[config.mk]
export PLATFORM = sky130hd
export DESIGN_NAME = lru_matrix_tracker
export DESIGN_NICKNAME = d
export VERILOG_FILES = /design/src/rtl/lru_pkg.sv /design/src/rtl/lru_op_decode.sv /design/src/rtl/lru_matrix_store.sv /design/src/rtl/lru_min_select.sv /design/src/rtl/lru_matrix_tracker.sv
export SDC_FILE = /design/constraint.sdc
export NUM_CORES = 1
export LEC_CHECK = 0
export CAP_MARGIN = 20
export CORE_ASPECT_RATIO = 1.4
export CORE_MARGIN = 2
export CORE_UTILIZATION = 45
export CTS_CLUSTER_SIZE = 16
export DETAILED_ROUTE_END_ITERATION = 16
export PLACE_DENSITY = 0.6
export SLEW_MARGIN = 20
export SYNTH_ARGS = -nofsm -noshare
export SYNTH_HDL_FRONTEND = slang
export SYNTH_SLANG_ARGS = --single-unit
[constraint.sdc]
create_clock -name clk -period 18.25 [get_ports clk]
set_input_delay 1.825 -clock clk [delete_from_list [all_inputs] [get_ports clk]]
set_output_delay 1.825 -clock clk [all_outputs]
set_load 0.01 [all_outputs]
[src/rtl/lru_pkg.sv]
package lru_pkg;

    // Operation applied to the matrix at the next clock edge
    typedef enum logic [1:0] {
        OP_IDLE  = 2'd0,
        OP_TOUCH = 2'd1,
        OP_DROP  = 2'd2,
        OP_CLEAR = 2'd3
    } mx_op_e;

endpackage

[src/rtl/lru_op_decode.sv]
module lru_op_decode
    import lru_pkg::*;
#(
    parameter int N     = 8,
    localparam int IDX_W = $clog2(N)
) (
    input  logic             rst,
    input  logic             touch_valid,
    input  logic [IDX_W-1:0] touch_idx,
    input  logic             drop_valid,
    input  logic [IDX_W-1:0] drop_idx,
    output mx_op_e           op,
    output logic [IDX_W-1:0] op_idx
);

    // Priority: clear over drop over touch
    always_comb begin
        op     = OP_IDLE;
        op_idx = touch_idx;
        if (rst) begin
            op = OP_CLEAR;
        end else if (drop_valid) begin
            op     = OP_DROP;
            op_idx = drop_idx;
        end else if (touch_valid) begin
            op = OP_TOUCH;
        end
    end

endmodule

[src/rtl/lru_matrix_store.sv]
module lru_matrix_store
    import lru_pkg::*;
#(
    parameter int N     = 8,
    localparam int IDX_W = $clog2(N)
) (
    input  logic                   clk,
    input  mx_op_e                 op,
    input  logic [IDX_W-1:0]       op_idx,
    output logic [N-1:0][N-1:0]    rows
);

    // rows[r][c] = 1 : frame r more recent than frame c
    always_ff @(posedge clk) begin
        unique case (op)
            OP_CLEAR: begin
                rows <= '0;
            end
            OP_TOUCH: begin
                for (int r = 0; r < N; r++) begin
                    for (int c = 0; c < N; c++) begin
                        if (IDX_W'(r) == op_idx) begin
                            rows[r][c] <= (IDX_W'(c) != op_idx);
                        end else if (IDX_W'(c) == op_idx) begin
                            rows[r][c] <= 1'b0;
                        end
                    end
                end
            end
            OP_DROP: begin
                for (int r = 0; r < N; r++) begin
                    for (int c = 0; c < N; c++) begin
                        if (IDX_W'(r) == op_idx) begin
                            rows[r][c] <= 1'b0;
                        end else if (IDX_W'(c) == op_idx) begin
                            rows[r][c] <= 1'b1;
                        end
                    end
                end
            end
            OP_IDLE: begin
            end
        endcase
    end

endmodule

[src/rtl/lru_min_select.sv]
module lru_min_select #(
    parameter int N     = 8,
    localparam int IDX_W = $clog2(N)
) (
    input  logic [N-1:0][N-1:0] rows,
    output logic [IDX_W-1:0]    lru_idx
);

    // Row value with column 0 as the most significant bit
    logic [N-1:0][N-1:0] key;

    for (genvar r = 0; r < N; r++) begin : g_row
        for (genvar c = 0; c < N; c++) begin : g_col
            assign key[r][N-1-c] = rows[r][c];
        end
    end

    logic [N-1:0] best_val;

    // Strict compare keeps the lowest index on ties
    always_comb begin
        best_val = key[0];
        lru_idx  = '0;
        for (int r = 1; r < N; r++) begin
            if (key[r] < best_val) begin
                best_val = key[r];
                lru_idx  = IDX_W'(r);
            end
        end
    end

endmodule

[src/rtl/lru_matrix_tracker.sv]
module lru_matrix_tracker
    import lru_pkg::*;
#(
    parameter int N     = 8,
    localparam int IDX_W = $clog2(N)
) (
    input  logic             clk,
    input  logic             rst,
    input  logic             touch_valid,
    input  logic [IDX_W-1:0] touch_idx,
    input  logic             drop_valid,
    input  logic [IDX_W-1:0] drop_idx,
    output logic [IDX_W-1:0] lru_idx
);

    mx_op_e              op;
    logic [IDX_W-1:0]    op_idx;
    logic [N-1:0][N-1:0] rows;

    lru_op_decode #(.N(N)) u_decode (
        .rst         (rst),
        .touch_valid (touch_valid),
        .touch_idx   (touch_idx),
        .drop_valid  (drop_valid),
        .drop_idx    (drop_idx),
        .op          (op),
        .op_idx      (op_idx)
    );

    lru_matrix_store #(.N(N)) u_store (
        .clk    (clk),
        .op     (op),
        .op_idx (op_idx),
        .rows   (rows)
    );

    lru_min_select #(.N(N)) u_select (
        .rows    (rows),
        .lru_idx (lru_idx)
    );


    reset_clears_chk: assert property (@(posedge clk)
        rst |=> (lru_idx == '0));


    touched_not_lru_chk: assert property (@(posedge clk) disable iff (rst)
        (touch_valid && !drop_valid) |=> (lru_idx != $past(touch_idx)));


    dropped_is_lru_chk: assert property (@(posedge clk) disable iff (rst)
        drop_valid |=> (lru_idx == $past(drop_idx)));


    idle_holds_chk: assert property (@(posedge clk) disable iff (rst)
        (!touch_valid && !drop_valid) |=> $stable(lru_idx));

endmodule

# == Word level (Yosys, flattened, before mapping) ==
# Cells that the tools add are included.
# word_totals
reg_bits,64
output_inout_bits,3
elab_cells,354
# op_classes
n_lt_le_gt_ge,7
n_eq_ne,89
n_mux,155
n_reduce_logical,39
# op_table
cell,count
$pmux W64 S3,1
$ne A3 B1 Y1 const B,56
$mux W1,138
$reduce_and A3 Y1,36
$lt A8 B8 Y1,7
$mux W8,6
$ne A2 B1 Y1 const B,16
$mux W3,6
$eq A3 B3 Y1 const A,4
$ne A3 B3 Y1 const A,4
$mux W2,4
$eq A2 B3 Y1 const A,2
$ne A2 B3 Y1 const A,2
$reduce_bool A3 Y1,2
$eq A2 B2 Y1 const B,2
$eq A1 B3 Y1 const A,1
$logic_not A3 Y1,1
$ne A1 B3 Y1 const A,1
$eq A2 B1 Y1 const B,1

# == Logic depth before layout (Yosys ltp) ==
# Gate-level depths: netlist of run 1.
# depth
word_depth,14
ltp_mapped,68

# == Cells and area by module ==
# Synthesis of run 1 repeated with hierarchy kept, for this count alone.
# hier_totals
hier_cells,548
hier_area_um2,5592.9
# by_module_without_submodules
mod,seq_area_each_um2,n_inst,area_per_inst_um2,cells_per_inst
lru_matrix_store,1921.8,1,3119.2,225
lru_min_select,0.0,1,2397.3,316
lru_op_decode,0.0,1,76.3,7

# == Worst setup path after synthesis of run 1 ==
# No wires, ideal clock.
# synth_path
path_type,reg2out
startpoint,register u_store.rows[14] in the netlist's numbering
endpoint,output port lru_idx[0]
stages_incl_launch_ff,66
arrival_ps,12007
n_path_buf,4
required_ps,16425
path_slack_ps,4418
cell_sequence,edfxtp_1 -> ha_1 -> a2111oi_4 -> o221ai_2 -> buf_2 -> mux2i_1 -> ha_1 -> and3_1 -> nand3_1 -> or4b_4 -> a32o_1 -> nand2_2 -> clkbuf_1 -> nor2_1 -> a21oi_1 -> inv_1 -> ha_1 -> a21o_1 -> (+30 left out) -> ha_1 -> a21oi_1 -> nor2b_1 -> o21ai_0 -> nand2_1 -> nor3_1 -> nand2_1 -> o211ai_2 -> buf_2 -> nand2_1 -> o21a_1 -> ha_1 -> and4_1 -> a21oi_1 -> nand2_1 -> nor4_1 -> nand4_1 -> a31oi_1
# synth_between
elab_chain_len,14
# synth_rtl
item,line_no,rtl
from (decl),lru_matrix_store.sv:10,output logic [N-1:0][N-1:0] rows
"from (signal, indexed assignment)",lru_matrix_store.sv:23,rows[r][c] <= (IDX_W'(c) != op_idx);
$lt A8 B8 Y1,lru_min_select.sv:25,if (key[r] < best_val) begin
$mux W8,lru_min_select.sv:25,
$lt A8 B8 Y1,lru_min_select.sv:25,
$mux W8,lru_min_select.sv:25,
$lt A8 B8 Y1,lru_min_select.sv:25,
$mux W8,lru_min_select.sv:25,
$lt A8 B8 Y1,lru_min_select.sv:25,
$mux W8,lru_min_select.sv:25,
$lt A8 B8 Y1,lru_min_select.sv:25,
$mux W8,lru_min_select.sv:25,
$lt A8 B8 Y1,lru_min_select.sv:25,
$mux W8,lru_min_select.sv:25,
$lt A8 B8 Y1,lru_min_select.sv:25,
$mux W3 *,lru_min_select.sv:25,
to (decl),lru_matrix_tracker.sv:13,output logic [IDX_W-1:0] lru_idx
# Mark *: on every way between the ends. The rest lies on a longest branch, timed or not.

# == Final worst setup path of run 1 ==
# layout_path
startpoint,register u_store.rows[8] in the netlist's numbering
endpoint,output port lru_idx[0]
# The elaborated chain is that of the path after synthesis.

==> impl_metrics.py, run 1 <==
metrics = {
    "critical_path": {
        "slowest_stage": "o221ai_2",
        "crit_path_max_fanout": 16,
        "worst_path_most_repeated_cell": "ha_1",
        "worstPathRequired_ns": 16.42,
        "end_kind": "output port",
        "slowest_delay_ns": 0.70,
        "cp.arrival_ns": 14.59,
        "path_class": "flop to output port",
        "path_buf_inv": 4,
        "start_kind": "flop",
        "critPathTopFamily": "compound AO/OA/AOI/OAI gates",
    },
    "final_layout": {
        "syn_to_final_growth_pct": 10.8,
        "fin_util_pct": 51.1,
        "n_antenna_cell": 0,
        "top_register": "u_store.rows",
        "layout.nets": 593,
        "largest_reg_flops": 64,
        "nFillCells": 1044,
        "top_regs": "u_store.rows (64)",
        "drive_above_1_share_pct": 9.01,
    },
    "floorplan": {
        "ioPinCount": 13,
        "fp.dieW_um": 93.0,
        "die-height_um": 129,
        "core-area_um2": 10800,
        "start_util_pct": 46.1,
        "floorplan.die_area_um2": 11900,
        "placementRows": 45,
    },
    "clock_network": {
        "root_buffer": "clkbuf_16",
        "ctsHoldBuffers": 0,
        "clk_pin_slew_ns": 0.06,
        "htreeDepth": 3,
        "post_cts_buffers": 0,
        "cts_buffers": 9,
        "cts_tree": "built",
        "ctsLongestPathBuffers": 2,
        "ctsResizeCount": 0,
        "clock_sinks": 64,
    },
    "timing": {
        "worst_pin_slew_ns": 0.955,
        "fmax_mhz": 60.9,
        "setup_viol": 0,
        "final_max_slew_viol_count": 0,
        "rsz0062_at_grt": "false",
        "post-route-min-period_ns": 16.42,
        "setup_slack_ns": 1.83,
        "hold_slack_ns": 2.61,
        "post-route-period-util_pct": 89.9,
        "relSlewSlack_pct": 34.5,
        "hold_viol_final": 0,
        "setup_tns_ns": 0,
    },
    "detailed_routing": {
        "ant_nets": 0,
        "drc": 0,
        "viasPerCell": 5.89,
        "num_vias": 4036,
        "drt_wl_total_um": 12800,
        "firstDrtPassIters": 4,
        "wl_per_cell_um": 18.8,
        "drt_iter0_markers": 180,
    },
    "power": {
        "seqPwrFrac_pct": 20.0,
        "p_int_uw": 579,
        "pwr_density_cell_nw_per_um2": 194,
        "power_frac_clock_pct": 15.6,
        "combPwrFrac_pct": 64.4,
        "ir_drop_mv": 0.0915,
        "leakagePower_uw": 0.00228,
        "switching_power_uw": 492,
        "swShare_pct": 45.9,
    },
    "flow_run": {
        "drv_cap": 0,
    },
    "placed_design": {
        "preCtsSetupSlack_ns": 2.29,
        "io_buffers": 12,
        "gp_congestion": 0.879,
        "hpwl_um": 10400,
    },
    "yosys": {
        "synth.avg_cell_area_um2": 9.39,
        "ys.flop_type": "edfxtp_1",
        "async_reset_ff_share_pct": 0,
        "yosysSeqAreaShare_pct": 38.5,
        "synth_area_um2": 4990,
        "synth_seq_cells": 64,
        "synthDistinctLibCells": 67,
        "synth_edf_count": 64,
        "synth_nets": 585,
        "ys_warn_count": 0,
        "netlist_instances": 531,
    },
    "global_routing": {
        "grt_pass1_wl_um": 20800,
        "grt_start_max_net_pins": 48,
        "grt_pass1_vias": 4084,
        "antenna_found_initial": 0,
        "grt_usage_pct": 22.6,
        "grt_overflow": 0,
    },
    "worst_hold_path": {
        "hold_path_class": "input port to flop",
    },
    "outcome": {
        "status": "finished clean",
    },
}
==> placed cells by master (no fill, tap or decap), types with 12 or more instances in the layout <==
cell / count
a21oi_1: 36
clkdlybuf4s50_1: 12
edfxtp_1: 64
ha_1: 44
inv_1: 44
mux2i_1: 23
nand2_1: 48
nor2_1: 72
o21a_1: 13
o21ai_0: 23
==> power groups by stage <==
| stage | clock [uW] | combinational [uW] | sequential, uW |
|---|---|---|---|
| floorplan | 0 | 522 | 205 |
| global placement | 0 | 660 | 216 |
| detailed placement | 0 | 683 | 217 |
| CTS | 169 | 688 | 214 |
| global route | 176 | 773 | 217 |
| finish | 167 | 689 | 214 |
==> logic make-up after synthesis <==
kind of cell,Yosys count,synth area share (%)
compound gates,136,19.9
fa+ha+maj,48,11.9
buf+inv,60,4.57
flops,64,38.5
mux,29,5.97
simple gates,194,19.2
==> per-layer routing <==
| layer | routed length, um | track usage [%] |
|---|---|---|
| met5 | 0 | 0 |
| met4 | 452 | 10.4 |
| met3 | 403 | 2.46 |
| met2 | 6580 | 40.6 |
| met1 | 5400 | 27.1 |
==> final timing paths <==
path	slack, ns	startpoint	endpoint	cells past startpoint
worst min-delay path	2.61	touch_idx[0]	u_store.rows[59]$_DFFE_PP_	3
worst max-delay path	1.83	u_store.rows[8]$_DFFE_PP_	lru_idx[0]	63
==> synthesized netlist by cell type (4+ instances only) <==
master    count  area [um2]
a31oi_1       8        50.1
mux2i_1      23         230
o21ai_1       4        20.0
or2_2         7        43.8
mux2_2        6        67.6
a21o_1       10        75.1
nor2b_1      10        62.6
a211oi_1      4        30.0
a21oi_1      36         180
inv_1        44         165
and3_1        5        31.3
clkbuf_1     14        52.6
nand2b_1      9        56.3
nand2_1      48         180
nor2_1       72         270
edfxtp_1     64        1920
nand3_1       8        40.0
o21a_1       13        97.6
and4_1        4        35.0
ha_1         44         551
o21ai_0      23         115
o31ai_1       6        45.0
nor3_1        5        25.0
nand4_1       5        31.3
==> layout make-up <==
class                   instances  area (um2)  area share [%]
clock buffers                   9         225            4.08
clock inverters                 7        71.3            1.29
inverters                      44         165            2.99
multi-input cells             407        2840            51.3
flip-flops and latches         64        1920            34.8
well taps                     141         176            3.19
repair buffers                 13         128            2.31
==> worst min-delay path: stages <==
cell,delay (ns)
clkdlybuf4s50_1,0.44
a31oi_1,0.24
a21oi_1,0.21
==> through the flow <==
step | area (um2) | total power, uW | cells
6_report | 5520 | 1070 | 685
3_5_place_dp | 5230 | 900 | 669
2_1_floorplan | 4990 | 727 | 531
5_1_grt | 5520 | 1170 | 685
4_1_cts | 5520 | 1070 | 685
3_3_place_gp | 5230 | 876 | 669
(Power assumes the default switching activity.)
==> run 2, diff against run 1 <==
- CAP_MARGIN: 20 -> 30
==> run 2 against run 1 <==
Compared with the run above:
- setup slack lost 0.031 ns
- sequential share of layout area about the same
- critical path depth unchanged
==> impl_metrics.py, run 2 (synthesis gave the netlist of run 1 again) <==
metrics = {
    "clock_network": {
        "cts_tree": "built",
        "ctsLongestPathBuffers": 2,
        "clk_pin_slew_ns": 0.06,
        "htreeDepth": 3,
        "clock_sinks": 64,
        "root_buffer": "clkbuf_16",
        "cts_buffers": 9,
        "post_cts_buffers": 0,
        "ctsHoldBuffers": 0,
        "ctsResizeCount": 0,
    },
    "worst_hold_path": {
        "whs_path_depth": 4,
        "hold_path_class": "input port to flop",
        "hold_path_end": "u_store.rows[27]$_DFFE_PP_",
        "hp-start": "drop_idx[2]",
    },
    "timing": {
        "hold_viol_final": 0,
        "setup_slack_ns": 1.80,
        "rsz0062_at_grt": "false",
        "fmax_mhz": 60.8,
        "final_max_slew_viol_count": 0,
        "setup_viol": 0,
        "post-route-period-util_pct": 90.1,
        "post-route-min-period_ns": 16.45,
        "setup_tns_ns": 0,
        "relSlewSlack_pct": 40.4,
        "worst_pin_slew_ns": 0.893,
    },
    "power": {
        "leakagePower_uw": 0.00228,
        "p_int_uw": 579,
        "combPwrFrac_pct": 64.3,
        "ir_drop_mv": 0.0919,
        "pwr_density_cell_nw_per_um2": 194,
        "power_frac_clock_pct": 15.7,
        "seqPwrFrac_pct": 20.0,
        "swShare_pct": 45.9,
        "fin_total_pwr_uw": 1070,
        "switching_power_uw": 492,
    },
    "outcome": {
        "status": "finished clean",
    },
    "global_routing": {
        "antenna_found_initial": 0,
        "grt_overflow": 0,
        "grt_pass1_wl_um": 20800,
        "gr-usage-met1_pct": 27.1,
        "grt-busiest-layer": "met2",
        "grt_start_max_net_pins": 48,
        "grtUsageMet3_pct": 2.46,
        "grt_pass1_vias": 4084,
        "grt_util_met2_pct": 40.6,
        "grt_usage_pct": 22.6,
    },
    "final_layout": {
        "drive_above_1_share_pct": 9.17,
        "top_regs": "u_store.rows (64)",
        "top_register": "u_store.rows",
        "fin_util_pct": 51.2,
        "final_common_cell": "nor2_1",
        "n_antenna_cell": 0,
        "nFillCells": 1044,
        "multi_input_area_um2": 2840,
        "fin_area_um2": 5530,
        "largest_reg_flops": 64,
        "layout.nets": 594,
        "syn_to_final_growth_pct": 10.9,
        "register_area_um2": 1920,
        "layout_common_cells": "72 x nor2_1, 64 x edfxtp_1, 48 x nand2_1",
    },
    "critical_path": {
        "start_kind": "flop",
        "slowest_delay_ns": 0.69,
        "critPathTopFamily": "compound AO/OA/AOI/OAI gates",
        "worst_path_most_repeated_cell": "ha_1",
        "path_class": "flop to output port",
        "end_kind": "output port",
        "slowest_stage": "o221ai_2",
        "worstPathRequired_ns": 16.42,
        "cp.arrival_ns": 14.62,
        "crit_path_max_fanout": 16,
        "path_buf_inv": 4,
    },
    "detailed_routing": {
        "viasPerCell": 5.92,
        "wl_per_cell_um": 18.8,
        "drt_wl_total_um": 12900,
        "ant_nets": 0,
        "drc": 0,
        "firstDrtPassIters": 5,
        "num_vias": 4058,
        "drt_iter0_markers": 130,
    },
    "floorplan": {
        "core-area_um2": 10800,
        "placementRows": 45,
        "start_util_pct": 46.1,
        "ioPinCount": 13,
        "die-height_um": 129,
        "fp.dieW_um": 93.0,
        "floorplan.die_area_um2": 11900,
    },
    "placed_design": {
        "io_buffers": 12,
        "hpwl_um": 10400,
        "preCtsSetupSlack_ns": 2.29,
        "gp_congestion": 0.879,
        "placedInstanceArea_um2": 5230,
    },
    "flow_run": {
        "drv_cap": 0,
    },
}
## run 2: tightest hold or removal path: cells and delay by family
kind / cells / cell delay [ns]
simple gates: 1 / 0.18
buf+inv: 1 / 0.45
compound gates: 1 / 0.10
mux: 1 / 0.10
## run 2: stage by stage
stage	instances	hold slack (ns)
final	686	2.51
after global routing	686	2.55
after CTS	685	2.60
after detailed placement	669	2.88
after global placement	669	2.88
after floorplan	531	2.24
## run 2: power groups by stage
stage                     Combinational (uW)  Clock [uW]  Sequential (uW)
after global placement                   660           0              216
after CTS                                688         169              214
after detailed placement                 683           0              217
final                                    689         168              215
after global routing                     773         176              217
after floorplan                          522           0              205
## run 2: cell type report
cell class,count,area share [%]
clock inverter,7,1.29
clock buffer,9,4.07
timing repair buffer,14,2.44
tap,141,3.19
inverter,44,2.99
multi-input combinational,407,51.3
sequential,64,34.7
## run 2: how the worst max path moves through the flow
stage,to,start,cells after the start
CTS,lru_idx[0],u_store.rows[8]$_DFFE_PP_,63
floorplan,lru_idx[0],u_store.rows[14]$_DFFE_PP_,65
detailed placement,lru_idx[0],u_store.rows[0]$_DFFE_PP_,64
finish,lru_idx[0],u_store.rows[8]$_DFFE_PP_,63
global route,lru_idx[0],u_store.rows[5]$_DFFE_PP_,65
global placement,lru_idx[1],u_store.rows[8]$_DFFE_PP_,63
## run 2: routing by layer
metal / part of all wire [%] / vias to the layer above
met3: 2.4 / 29
met2: 51 / 87
met5: 0 / -
li1: - / 1982
met4: 3.7 / 0
met1: 43 / 1960
==> run 3, diff against run 2 <==
- ABC_CLOCK_PERIOD_IN_PS: not set -> 18250
- PLACE_DENSITY: 0.6 -> not set
==> results of run 3 <==
No change in the layout: final DEF, timing and power equal those of run 2.
